$ cat src/rtl/sysctl_pkg.sv
package sysctl_pkg;
  typedef enum logic [1:0] {ACC_NONE, ACC_RW, ACC_RO, ACC_WO} acc_e;

  typedef enum logic [3:0] {
    K_NONE, K_SCR, K_LOCK, K_UNLOCK, K_LSTAT, K_PLL, K_PSTAT,
    K_CLK, K_RST, K_BOOT, K_ID, K_CAL, K_REF, K_PIN
  } kind_e;

  typedef struct packed {
    acc_e       acc;
    kind_e      kind;
    logic [7:0] idx;
  } dec_t;

  // word indices (byte offset / 4)
  localparam logic [9:0] W_SCR    = 10'h000;
  localparam logic [9:0] W_LOCK   = 10'h001;
  localparam logic [9:0] W_UNLOCK = 10'h002;
  localparam logic [9:0] W_LSTAT  = 10'h003;
  localparam logic [9:0] W_PLL    = 10'h040;
  localparam logic [9:0] W_PSTAT  = 10'h043;
  localparam logic [9:0] W_CLK    = 10'h048;
  localparam logic [9:0] W_RST    = 10'h080;
  localparam logic [9:0] W_BOOT   = 10'h097;
  localparam logic [9:0] W_ID     = 10'h14C;
  localparam logic [9:0] W_CAL    = 10'h183;
  localparam logic [9:0] W_REF    = 10'h185;
  localparam logic [9:0] W_PIN    = 10'h1C0;

  localparam logic [15:0] KEY_CLOSE = 16'h767B;
  localparam logic [15:0] KEY_OPEN  = 16'hDF0D;
endpackage

$ cat src/rtl/sysctl_decode.sv
module sysctl_decode
  import sysctl_pkg::*;
#(
  parameter int NUM_PLL = 3,
  parameter int NUM_CLK = 4,
  parameter int NUM_PIN = 54
) (
  input  logic [9:0] widx_i,
  output dec_t       dec_o
);
  logic [9:0] d_pll, d_clk, d_pin;

  always_comb begin
    d_pll = widx_i - W_PLL;
    d_clk = widx_i - W_CLK;
    d_pin = widx_i - W_PIN;
    dec_o = '{acc: ACC_NONE, kind: K_NONE, idx: '0};
    if (widx_i == W_SCR)         dec_o = '{ACC_RW, K_SCR, 8'd0};
    else if (widx_i == W_LOCK)   dec_o = '{ACC_WO, K_LOCK, 8'd0};
    else if (widx_i == W_UNLOCK) dec_o = '{ACC_WO, K_UNLOCK, 8'd0};
    else if (widx_i == W_LSTAT)  dec_o = '{ACC_RO, K_LSTAT, 8'd0};
    else if (widx_i == W_PSTAT)  dec_o = '{ACC_RO, K_PSTAT, 8'd0};
    else if (widx_i == W_RST)    dec_o = '{ACC_RW, K_RST, 8'd0};
    else if (widx_i == W_BOOT)   dec_o = '{ACC_RO, K_BOOT, 8'd0};
    else if (widx_i == W_ID)     dec_o = '{ACC_RO, K_ID, 8'd0};
    else if (widx_i == W_CAL)    dec_o = '{ACC_WO, K_CAL, 8'd0};
    else if (widx_i == W_REF)    dec_o = '{ACC_WO, K_REF, 8'd0};
    else if (d_pll < 10'(NUM_PLL)) dec_o = '{ACC_RW, K_PLL, d_pll[7:0]};
    else if (d_clk < 10'(NUM_CLK)) dec_o = '{ACC_RW, K_CLK, d_clk[7:0]};
    else if (d_pin < 10'(NUM_PIN)) dec_o = '{ACC_RW, K_PIN, d_pin[7:0]};
  end
endmodule

$ cat src/rtl/sysctl_lock.sv
module sysctl_lock
  import sysctl_pkg::*;
(
  input  logic        clk_i,
  input  logic        rst_ni,
  input  logic        close_we_i,
  input  logic        open_we_i,
  input  logic [15:0] key_i,
  output logic        locked_o
);
  always_ff @(posedge clk_i or negedge rst_ni) begin
    if (!rst_ni)                                  locked_o <= 1'b1;
    else if (close_we_i && key_i == KEY_CLOSE)    locked_o <= 1'b1;
    else if (open_we_i && key_i == KEY_OPEN)      locked_o <= 1'b0;
  end

  p_open_key_r2: assert property (@(posedge clk_i) disable iff (!rst_ni)
    $fell(locked_o) |-> $past(open_we_i && key_i == KEY_OPEN));
  p_close_key_r2: assert property (@(posedge clk_i) disable iff (!rst_ni)
    $rose(locked_o) |-> $past(close_we_i && key_i == KEY_CLOSE));
endmodule

$ cat src/rtl/sysctl_pinmux.sv
module sysctl_pinmux #(
  parameter int          NUM_PIN = 54,
  parameter int          ALT_LO  = 2,
  parameter int          ALT_HI  = 8,
  parameter logic [31:0] DEF_VAL = 32'h0000_1601,
  parameter logic [31:0] ALT_VAL = 32'h0000_0601
) (
  input  logic        clk_i,
  input  logic        rst_ni,
  input  logic        we_i,
  input  logic [7:0]  idx_i,
  input  logic [31:0] wdata_i,
  output logic [31:0] rdata_o
);
  logic [31:0] mux_q [NUM_PIN];

  for (genvar g = 0; g < NUM_PIN; g++) begin : g_word
    localparam logic [31:0] RST_VAL = (g >= ALT_LO && g <= ALT_HI) ? ALT_VAL : DEF_VAL;
    always_ff @(posedge clk_i or negedge rst_ni) begin
      if (!rst_ni)                        mux_q[g] <= RST_VAL;
      else if (we_i && idx_i == 8'(g))    mux_q[g] <= wdata_i;
    end
  end

  assign rdata_o = (int'(idx_i) < NUM_PIN) ? mux_q[idx_i] : '0;

  p_idle_hold_r11: assert property (@(posedge clk_i) disable iff (!rst_ni)
    !we_i |=> $stable(mux_q[0]) && $stable(mux_q[NUM_PIN-1]));
endmodule

$ cat src/rtl/sysctl_regs.sv
module sysctl_regs
  import sysctl_pkg::*;
#(
  parameter int          NUM_PLL  = 3,
  parameter int          NUM_CLK  = 4,
  parameter int          NUM_PIN  = 54,
  parameter logic [31:0] PLL_INIT = 32'h0001_A008,
  parameter logic [31:0] PST_INIT = 32'h0000_003F,
  parameter logic [31:0] BOOT_VAL = 32'h0000_0001,
  parameter logic [31:0] ID_VAL   = 32'h1A5C_0001
) (
  input  logic        clk_i,
  input  logic        rst_ni,
  input  logic [11:0] addr_i,
  input  logic        wr_en_i,
  input  logic [31:0] wdata_i,
  input  logic        rd_en_i,
  output logic [31:0] rdata_o,
  output logic        err_o,
  output logic        sys_rst_req_o
);
  dec_t        dec;
  logic        locked;
  logic        key_kind, writable, blocked, commit, err_set;
  logic        scr_q;
  logic [31:0] pll_q [NUM_PLL];
  logic [31:0] clk_q [NUM_CLK];
  logic [31:0] rst_q, cal_q, ref_q, pin_rd, rd_word;

  sysctl_decode #(.NUM_PLL(NUM_PLL), .NUM_CLK(NUM_CLK), .NUM_PIN(NUM_PIN)) u_dec (
    .widx_i (addr_i[11:2]),
    .dec_o  (dec)
  );

  sysctl_lock u_lock (
    .clk_i      (clk_i),
    .rst_ni     (rst_ni),
    .close_we_i (wr_en_i && dec.kind == K_LOCK),
    .open_we_i  (wr_en_i && dec.kind == K_UNLOCK),
    .key_i      (wdata_i[15:0]),
    .locked_o   (locked)
  );

  // key words and the scratch bit bypass the lock
  assign key_kind = dec.kind inside {K_SCR, K_LOCK, K_UNLOCK};
  assign writable = dec.acc inside {ACC_RW, ACC_WO};
  assign blocked  = locked && writable && !key_kind;
  assign commit   = wr_en_i && writable && !blocked;
  assign err_set  = (wr_en_i && (dec.acc inside {ACC_RO, ACC_NONE} || blocked))
                 || (rd_en_i && dec.acc inside {ACC_WO, ACC_NONE});

  sysctl_pinmux #(.NUM_PIN(NUM_PIN)) u_pin (
    .clk_i   (clk_i),
    .rst_ni  (rst_ni),
    .we_i    (commit && dec.kind == K_PIN),
    .idx_i   (dec.idx),
    .wdata_i (wdata_i),
    .rdata_o (pin_rd)
  );

  for (genvar g = 0; g < NUM_PLL; g++) begin : g_pll
    always_ff @(posedge clk_i or negedge rst_ni) begin
      if (!rst_ni)                                          pll_q[g] <= PLL_INIT;
      else if (commit && dec.kind == K_PLL && dec.idx == 8'(g)) pll_q[g] <= wdata_i;
    end
  end

  for (genvar g = 0; g < NUM_CLK; g++) begin : g_clk
    always_ff @(posedge clk_i or negedge rst_ni) begin
      if (!rst_ni)                                          clk_q[g] <= '0;
      else if (commit && dec.kind == K_CLK && dec.idx == 8'(g)) clk_q[g] <= wdata_i;
    end
  end

  always_ff @(posedge clk_i or negedge rst_ni) begin
    if (!rst_ni) begin
      scr_q <= 1'b0;
      rst_q <= '0;
      cal_q <= '0;
      ref_q <= '0;
    end else if (commit) begin
      case (dec.kind)
        K_SCR:   scr_q <= wdata_i[0];
        K_RST:   rst_q <= wdata_i;
        K_CAL:   cal_q <= wdata_i;
        K_REF:   ref_q <= wdata_i;
        default: ;
      endcase
    end
  end

  always_comb begin
    case (dec.kind)
      K_SCR:   rd_word = {31'd0, scr_q};
      K_LSTAT: rd_word = {31'd0, locked};
      K_PLL:   rd_word = pll_q[dec.idx];
      K_PSTAT: rd_word = PST_INIT;
      K_CLK:   rd_word = clk_q[dec.idx];
      K_RST:   rd_word = rst_q;
      K_BOOT:  rd_word = BOOT_VAL;
      K_ID:    rd_word = ID_VAL;
      K_CAL:   rd_word = cal_q;
      K_REF:   rd_word = ref_q;
      K_PIN:   rd_word = pin_rd;
      default: rd_word = '0;
    endcase
  end

  always_ff @(posedge clk_i or negedge rst_ni) begin
    if (!rst_ni) begin
      rdata_o       <= '0;
      err_o         <= 1'b0;
      sys_rst_req_o <= 1'b0;
    end else begin
      if (rd_en_i) rdata_o <= rd_word;
      if (err_set) err_o   <= 1'b1;
      sys_rst_req_o <= commit && dec.kind == K_RST && wdata_i[0];
    end
  end

  p_err_sticky_r10: assert property (@(posedge clk_i) disable iff (!rst_ni)
    err_o |=> err_o);
  p_blocked_err_r3: assert property (@(posedge clk_i) disable iff (!rst_ni)
    (wr_en_i && locked && dec.kind == K_PLL) |=> err_o && $stable(pll_q[0]));
  p_ro_err_r5: assert property (@(posedge clk_i) disable iff (!rst_ni)
    (wr_en_i && dec.acc == ACC_RO) |=> err_o);
  p_rst_pulse_r8: assert property (@(posedge clk_i) disable iff (!rst_ni)
    sys_rst_req_o |-> $past(wr_en_i && addr_i[11:2] == W_RST && wdata_i[0] && !locked));
  p_rdata_hold_r9: assert property (@(posedge clk_i) disable iff (!rst_ni)
    !rd_en_i |=> $stable(rdata_o));
endmodule

$ cat config.mk
export PLATFORM = sky130hd
export DESIGN_NAME = sysctl_regs
export DESIGN_NICKNAME = d
export VERILOG_FILES = /design/src/rtl/sysctl_pkg.sv /design/src/rtl/sysctl_decode.sv /design/src/rtl/sysctl_lock.sv /design/src/rtl/sysctl_pinmux.sv /design/src/rtl/sysctl_regs.sv
export SDC_FILE = /design/constraint.sdc
export NUM_CORES = 2
export LEC_CHECK = 0
export BUFFER_PORTS_ARGS = -buffer_cell sky130_fd_sc_hd__buf_2
export CAP_MARGIN = 20
export CORE_MARGIN = 2
export CORE_UTILIZATION = 55
export DETAILED_ROUTE_END_ITERATION = 10
export GPL_ROUTABILITY_DRIVEN = 0
export PLACE_DENSITY = 0.68
export SLEW_MARGIN = 20
export SYNTH_ARGS = -nofsm -noshare
export SYNTH_HDL_FRONTEND = slang
export SYNTH_SLANG_ARGS = --single-unit
$ cat constraint.sdc
create_clock -name clk_i -period 5.6 [get_ports clk_i]
set_input_delay 0.56 -clock clk_i [delete_from_list [all_inputs] [get_ports clk_i]]
set_output_delay 0.56 -clock clk_i [all_outputs]
set_load 0.02 [all_outputs]
# After elaboration in Yosys (flattened, before gate mapping)
# Index checks and enable logic that the tools add are counted.
# op_classes
n_eq_ne,80
muxes,26
n_reduce_logical,92
bitwise,1
n_addsub,3
n_lt_le_gt_ge,6
# ops
operator,count
32-bit one-hot mux with 11 select lines,1
32-bit two-way mux,7
32-bit binary-select mux with 6-bit select,1
8-bit by 6-bit == test with 1-bit output (second input constant),22
14-bit two-way mux,12
32-bit binary-select mux with 2-bit select,2
8-bit by 5-bit == test with 1-bit output (second input constant),16
1-bit logical AND,76
8-bit by 4-bit == test with 1-bit output (second input constant),8
8-bit by 3-bit == test with 1-bit output (second input constant),4
10-bit by 9-bit == test with 1-bit output (second input constant),3
4-bit == test (second input constant),6
10-bit by 2-bit == test with 1-bit output (second input constant),2
10-bit by 8-bit == test with 1-bit output (second input constant),2
10-bit by 7-bit subtractor with 10-bit output (second input constant),2
16-bit by 15-bit == test with 1-bit output (second input constant),1
16-bit == test (second input constant),1
4-bit by 3-bit == test with 1-bit output (second input constant),4
8-bit by 2-bit == test with 1-bit output (second input constant),2
13-bit two-way mux,1
10-bit by 1-bit == test with 1-bit output (second input constant),1
10-bit by 7-bit == test with 1-bit output (second input constant),1
10-bit zero test,1
10-bit by 2-bit < comparator with 1-bit output (second input constant),1
20 further kinds,31
# totals
register_bits,2084

# Longest topological paths before layout
# logic_depth
ltp_word,23
mapped_depth,16

# Modules after synthesis
# Synthesis repeated with hierarchy kept, for this count alone.
# unflattened
hier_cells,6395
area_unflattened_um2,96242.3
# by_module_without_submodules
module,area_each_um2,cells_each,instances,seq_area_each_um2
sysctl_pinmux,78875.6,5040,1,43503.0
sysctl_regs,16373.2,1228,1,8898.5
sysctl_decode,869.6,116,1,0.0
sysctl_lock,123.9,11,1,26.3

# Worst setup path before layout
# OpenSTA, ideal clock, no wires.
# synth_path
kind,input -> register
start,input addr_i[8]
end,register u_pin.mux_q[705] in the netlist's numbering
slack_ps,1835
n_path_buf,3
arrival_time_ps,3640
cell_stages,13
t_required_ps,5475
path_cell_list,inv_1 ha_1 or2_2 o31a_1 o31a_1 buf_2 a31oi_2 o211a_4 o2111ai_2 buf_6 nor4_4 buf_6 mux2_2
# synth_between
elab_chain_len,23
elab_cells_between_ends,46
classes_between,add/sub: 3; order compare: 3; eq/ne: 16; mux: 13; reduce/logical: 11
# synth_rtl
item,line_no,text
start: declaration,sysctl_regs.sv:14,"input logic [11:0] addr_i,"
10-bit by 9-bit subtractor with 10-bit output,sysctl_decode.sv:16,d_pin = widx_i - W_PIN;
10-bit by 6-bit < comparator with 1-bit output,sysctl_decode.sv:30,"else if (d_pin < 10'(NUM_PIN)) dec_o = '{ACC_RW, K_PIN, d_pin[7:0]};"
13-bit two-way mux,sysctl_decode.sv:30,
14-bit two-way mux,sysctl_decode.sv:29,"else if (d_clk < 10'(NUM_CLK)) dec_o = '{ACC_RW, K_CLK, d_clk[7:0]};"
14-bit two-way mux,sysctl_decode.sv:28,"else if (d_pll < 10'(NUM_PLL)) dec_o = '{ACC_RW, K_PLL, d_pll[7:0]};"
14-bit two-way mux,sysctl_decode.sv:27,"else if (widx_i == W_REF) dec_o = '{ACC_WO, K_REF, 8'd0};"
14-bit two-way mux,sysctl_decode.sv:26,"else if (widx_i == W_CAL) dec_o = '{ACC_WO, K_CAL, 8'd0};"
14-bit two-way mux,sysctl_decode.sv:25,"else if (widx_i == W_ID) dec_o = '{ACC_RO, K_ID, 8'd0};"
[7 not listed],--,
"4-bit by 1-bit == test with 1-bit output, or another cell as far along",sysctl_regs.sv:45,"assign key_kind = dec.kind inside {K_SCR, K_LOCK, K_UNLOCK};"
3-bit nonzero test or 2-bit nonzero test (tied branches),"sysctl_regs.sv:45, sysctl_regs.sv:46",
1-bit zero test or 1-bit logical AND (tied branches),sysctl_regs.sv:47,assign blocked = locked && writable && !key_kind;
1-bit logical AND,sysctl_regs.sv:47,
1-bit zero test,sysctl_regs.sv:48,assign commit = wr_en_i && writable && !blocked;
1-bit logical AND,sysctl_regs.sv:48,
1-bit logical AND,sysctl_regs.sv:55,".we_i (commit && dec.kind == K_PIN),"
1-bit logical AND (*),sysctl_pinmux.sv:21,else if (we_i && idx_i == 8'(g)) mux_q[g] <= wdata_i;
end signal: indexed assignment,sysctl_pinmux.sv:21,
end: declaration,sysctl_pinmux.sv:15,logic [31:0] mux_q [NUM_PIN];
# Every way passes the cells marked *; elsewhere a longest branch is shown, timed or not.
# A chain may end at the register's enable or synchronous reset.

# Final worst setup path
# layout_path
start,input addr_i[9]
end,register rdata_o[19]
# layout_between
elab_chain_len,21
elab_cells_between_ends,53
classes_between,add/sub: 3; order compare: 4; eq/ne: 20; mux: 24; bitwise: 1; reduce/logical: 1
# layout_rtl
item,line_no,text
10-bit by 9-bit subtractor with 10-bit output,sysctl_decode.sv:16,
10-bit by 6-bit < comparator with 1-bit output,sysctl_decode.sv:30,
13-bit two-way mux,sysctl_decode.sv:30,
14-bit two-way mux,sysctl_decode.sv:29,
14-bit two-way mux,sysctl_decode.sv:28,
14-bit two-way mux,sysctl_decode.sv:27,
14-bit two-way mux,sysctl_decode.sv:26,
14-bit two-way mux,sysctl_decode.sv:25,
[4 not listed],--,
14-bit two-way mux,sysctl_decode.sv:20,"else if (widx_i == W_UNLOCK) dec_o = '{ACC_WO, K_UNLOCK, 8'd0};"
14-bit two-way mux,sysctl_decode.sv:19,"else if (widx_i == W_LOCK) dec_o = '{ACC_WO, K_LOCK, 8'd0};"
14-bit two-way mux (*),sysctl_decode.sv:18,"if (widx_i == W_SCR) dec_o = '{ACC_RW, K_SCR, 8'd0};"
8-bit inverter with 9-bit output (implied by the code),"sysctl_pinmux.sv:25, sysctl_regs.sv:96, sysctl_regs.sv:98",
32-bit binary-select mux with 6-bit select,sysctl_pinmux.sv:25,assign rdata_o = (int'(idx_i) < NUM_PIN) ? mux_q[idx_i] : '0;
32-bit two-way mux (implied by the code) (2 in series),sysctl_pinmux.sv:25,
32-bit two-way mux,sysctl_pinmux.sv:25,
32-bit one-hot mux with 11 select lines (*),sysctl_regs.sv:93,case (dec.kind)
end signal: assignment,sysctl_regs.sv:115,if (rd_en_i) rdata_o <= rd_word;
end: declaration,sysctl_regs.sv:18,"output logic [31:0] rdata_o,"
# Every way passes the cells marked *; elsewhere a longest branch is shown, timed or not. The select of a mux whose other input is x is not followed.

==> metrics.md <==
| Metric | Value |
|---|---|
| Met2 Resource Use GR | `52.2%` |
| Clock sink total | `around 2100` |
| Hold wc startpoint | `wr_en_i` |
| Number of max-slew violations in the final report | `0` |
| Family with the most delay on the worst path | `compound AO/OA/AOI/OAI gates` |
| Vias in the first global route | `between 60000 and 70000` |
| Setup repair after global routing missed its margin | `no` |
| Die width | `419 um` |
| Outcome | `complete, no violations` |
| Aggregate routed wire length | `299000 um` |
| TritonCTS clock tree | `yes` |
| Largest clock skew in the final design | `31.9 ps` |
| Pre-CTS worst setup slack | `445 ps` |
| Iter 0 DRT Violations | `7692` |
| Routed vias/inst | `between 6 and 7` |
| Setup TNS | `0 ps` |
| Port Buffer Count | `79` |
| Combined global-route utilization of all metal layers | `33.9%` |
| Number of levels the H-tree was split into | `4` |
| Die span in y | `419 um` |
| Overall die area | `approximately 180000 um^2` |
| Min Clock Period, post-route | `4480 ps` |
| Number of I/O pins | `82` |
| Critical Path Slowest Stage Cell | `a211oi_4` |
| Met3 demand-to-capacity share in global routing | `8.40%` |
| Post-synthesis async set-or-reset flop share | `100%` |
| Worst Path Arrival | `5250 ps` |
| Root Driver | `clkbuf_16` |
| Post-Synthesis Cells | `around 7500` |
| EDFF count, synth | `0` |
| DP Wirelength | `about 170000 um` |
| Number of storage elements in the synthesis netlist | `2084` |
| Layout area overhead | `11.2%` |
| Pin count of the biggest net entering global routing | `182` |
| Maximum operating frequency | `0.223 GHz` |
| Top flip-flop cell by instance count after synthesis | `dfrtp_1` |
| Share of layout cells above drive strength 1 | `40.3%` |
| Area fraction of the dominant cell type after synthesis | `~49%` |
| Vias post-DR | `66543` |
| GRT met1 Usage | `a little under half` |
| Worst Path Class, Setup | `input pin to flip-flop` |
| TritonRoute pass-1 iters | `8` |
| Dominant cell type by area after synthesis | `dfrtp_1` |
| Core Footprint | `171000 um^2` |
| Number of buffers inserted during clock tree synthesis | `about 210` |
| Largest voltage drop on the vdd net | `0.270 mV` |
| Syn Area/Cell | `roughly 13 um^2` |
| Crit. Startpoint | `addr_i[9]` |
| Maximum count of clock buffers along a single path | `3` |
| DRC errors left | `0` |
| Post-synthesis net count | `7543` |
| Fin area | `105000 um^2` |
| Crit Path Max Fanout | `67` |
| Worst Slack Setup Final | `1120 ps` |
| Total chip power | `31.5 mW` |
| Logic depth of the worst setup path including buffers | `13` |
| Rel. slew slack | `21.9%` |
| Global-route wire length before repair | `~440000 um` |
| Initial Utilization | `55.3%` |
| Leading cell types by total area after synthesis | `dfrtp_1 (49%), mux2_2 (22%), dfstp_2 (6.2%)` |
| Sequential cell area fraction in the yosys report | `55.3%` |
| Beginning of the worst register-to-register path | `u_lock.locked_o` |
| Routed len/inst | `30.5 um` |
| Site row count | `152` |
| Total of endpoints with negative setup slack in the final report | `0` |
| Reg2reg setup slack | `2510 ps` |
| Total of max-cap violations | `0` |
| Initial antenna violation count | `15` |
| CP Capture Type | `flip-flop` |
| Worst hold margin | `109 ps` |
| Worst R2R End | `pll_q[76]` |
| Measured slew at the worst slew-check pin | `between 1000 and 1500 ps` |
| Area post-placement | `98300 um^2` |
| Number of hold-slack violations in the final timing report | `0` |
| Critical Path Sink | `rdata_o[19]` |
| Static leakage power | `50.8 nW` |
| Most common cell on crit path | `o31ai_1` |
| Buffer count from post-CTS setup fixing | `0` |
| Kind of path behind the tightest hold check | `input pin to flip-flop` |
| Mapped cell area | `~95000 um^2` |
| Delay of the slowest cell on the worst path | `~870 ps` |
| Global-route layer with the greatest usage | `met2` |
| Number of nets with antenna violations after routing | `0` |
| Number of distinct library cells after synthesis | `94` |
| Clock transition time at the flip-flop clock pins of the worst setup and hold paths | `~60 ps` |
| Warnings, synthesis | `0` |
| Congestion Overflow GR | `0` |
| Data required time at the worst endpoint | `6370 ps` |
| Clock insertion delay at the later pin of the skew report | `880 ps` |
| CP Buf/Inv Count | `3` |
| Share of the clock period used by the worst path after layout | `79.9%` |
| Logic depth of the worst register-to-register path | `7` |
| Cells along the critical path | `buf_2 -> inv_1 -> ha_1 -> nor4b_1 -> and4_4 -> or4_1 -> a211oi_4 -> buf_12 -> o22ai_1 -> o31ai_1 -> o211a_1 -> o221ai_1 -> o31ai_1` |
| # nets final | `7370` |
| Startpoint type of the worst setup path | `input pin` |
| Total power per unit cell area | `299 nW/um^2` |
metal layers:
layer	part of all wire, %	up-vias	wire length, um
met3	9.5	679	28500
li1	-	27308	-
met2	45	3207	135000
met4	4.0	12	11900
met5	0.024	-	73
met1	41	35337	124000
layout make-up:
class	instances	area (um^2)
Antenna cell	4	10.0
Fill cell	13123	65900
Clock inverter	62	697
Sequential cell	2084	52400
Clock buffer	333	6370
Multi-Input combinational cell	4597	39300
Tap cell	2310	2890
Inverter	17	63.8
Timing Repair Buffer	405	3640
how the worst min path moves through the flow:
stage / to / cells past startpoint / slack [ps]
after floorplan: cal_q[0] / 0 / 260
after global placement: rst_q[0] / 1 / 460
after detailed placement: u_pin.mux_q[563] / 1 / 470
after CTS: err_o / 2 / 60
after global routing: err_o / 2 / 100
final: err_o / 2 / 110
sequential cells by signal (all words and copies together) (netlist names):
register and flops:
cal_q 32, clk_q 128, err_o 1, pll_q 96
rdata_o 32, ref_q 32, rst_q 32, scr_q 1
sys_rst_req_o 1, u_lock.locked_o 1, u_pin.mux_q 1728
cell families (layout without fill, tap and decap cells):
group,after synthesis,after routing,share of synthesized area (%)
other cells,0,4,0
flops,2084,2084,55.3
mux,2070,2070,24.8
fa+ha+maj,8,8,0.106
buf+inv,806,817,3.67
compound gates,1620,1620,11.8
simple gates,894,894,4.26
xor+xnor,5,5,0.0462
per-stage QoR:
| step | util [%] | cells |
|---|---|---|
| after floorplan | - | 7487 |
| after global placement | 57.4 | 9411 |
| after detailed placement | 57.4 | 9411 |
| after CTS | 61.5 | 9807 |
| after global routing | 61.5 | 9810 |
| final | 61.5 | 9812 |
cell usage in the layout, fill, tap and decap left out, types with 19 or more instances in the layout:
cell	synthesis	routed
buf_12	0	61
nand4_1	19	19
a2bb2oi_1	24	24
clkbuf_1	465	62
a22o_1	52	52
clkbuf_8	0	57
a221oi_1	40	40
nor3_1	34	25
a31oi_1	24	24
nor2_1	404	398
dfstp_2	222	222
mux2_1	114	114
nand3_1	30	29
o211ai_1	24	24
o221ai_1	153	153
a21oi_1	82	78
buf_2	208	76
mux2_2	1888	1888
nor3_4	0	23
clkinv_2	0	37
a222oi_1	36	36
nand2_1	301	289
dfrtp_1	1862	1862
o31ai_1	32	31
mux2_4	60	60
clkbuf_16	0	214
o22ai_1	464	464
buf_4	30	266
o22a_1	33	33
a22oi_1	182	182
o21ai_0	343	342
where the power goes:
group / internal [mW] / switching, mW / total (mW)
Sequential: 15.1 / 0.0245 / 15.1
Clock: 8.34 / 6.04 / 14.4
Combinational: 0.484 / 1.49 / 1.98
cell usage after synthesis (60+ instances only):
cell      instances
buf_2           208
mux2_1          114
clkbuf_1        465
mux2_4           60
mux2_2         1888
nand2_1         301
a22oi_1         182
nor2_1          404
dfrtp_1        1862
o21ai_0         343
o22ai_1         464
o221ai_1        153
buf_1            74
dfstp_2         222
a21oi_1          82
timing repair:
action | CTS | global route
hold endpoints to repair | 83 | 0
hold buffers | 1 | 0
resized for setup | 0 | 0
Power figures use the tool's default switching activity.
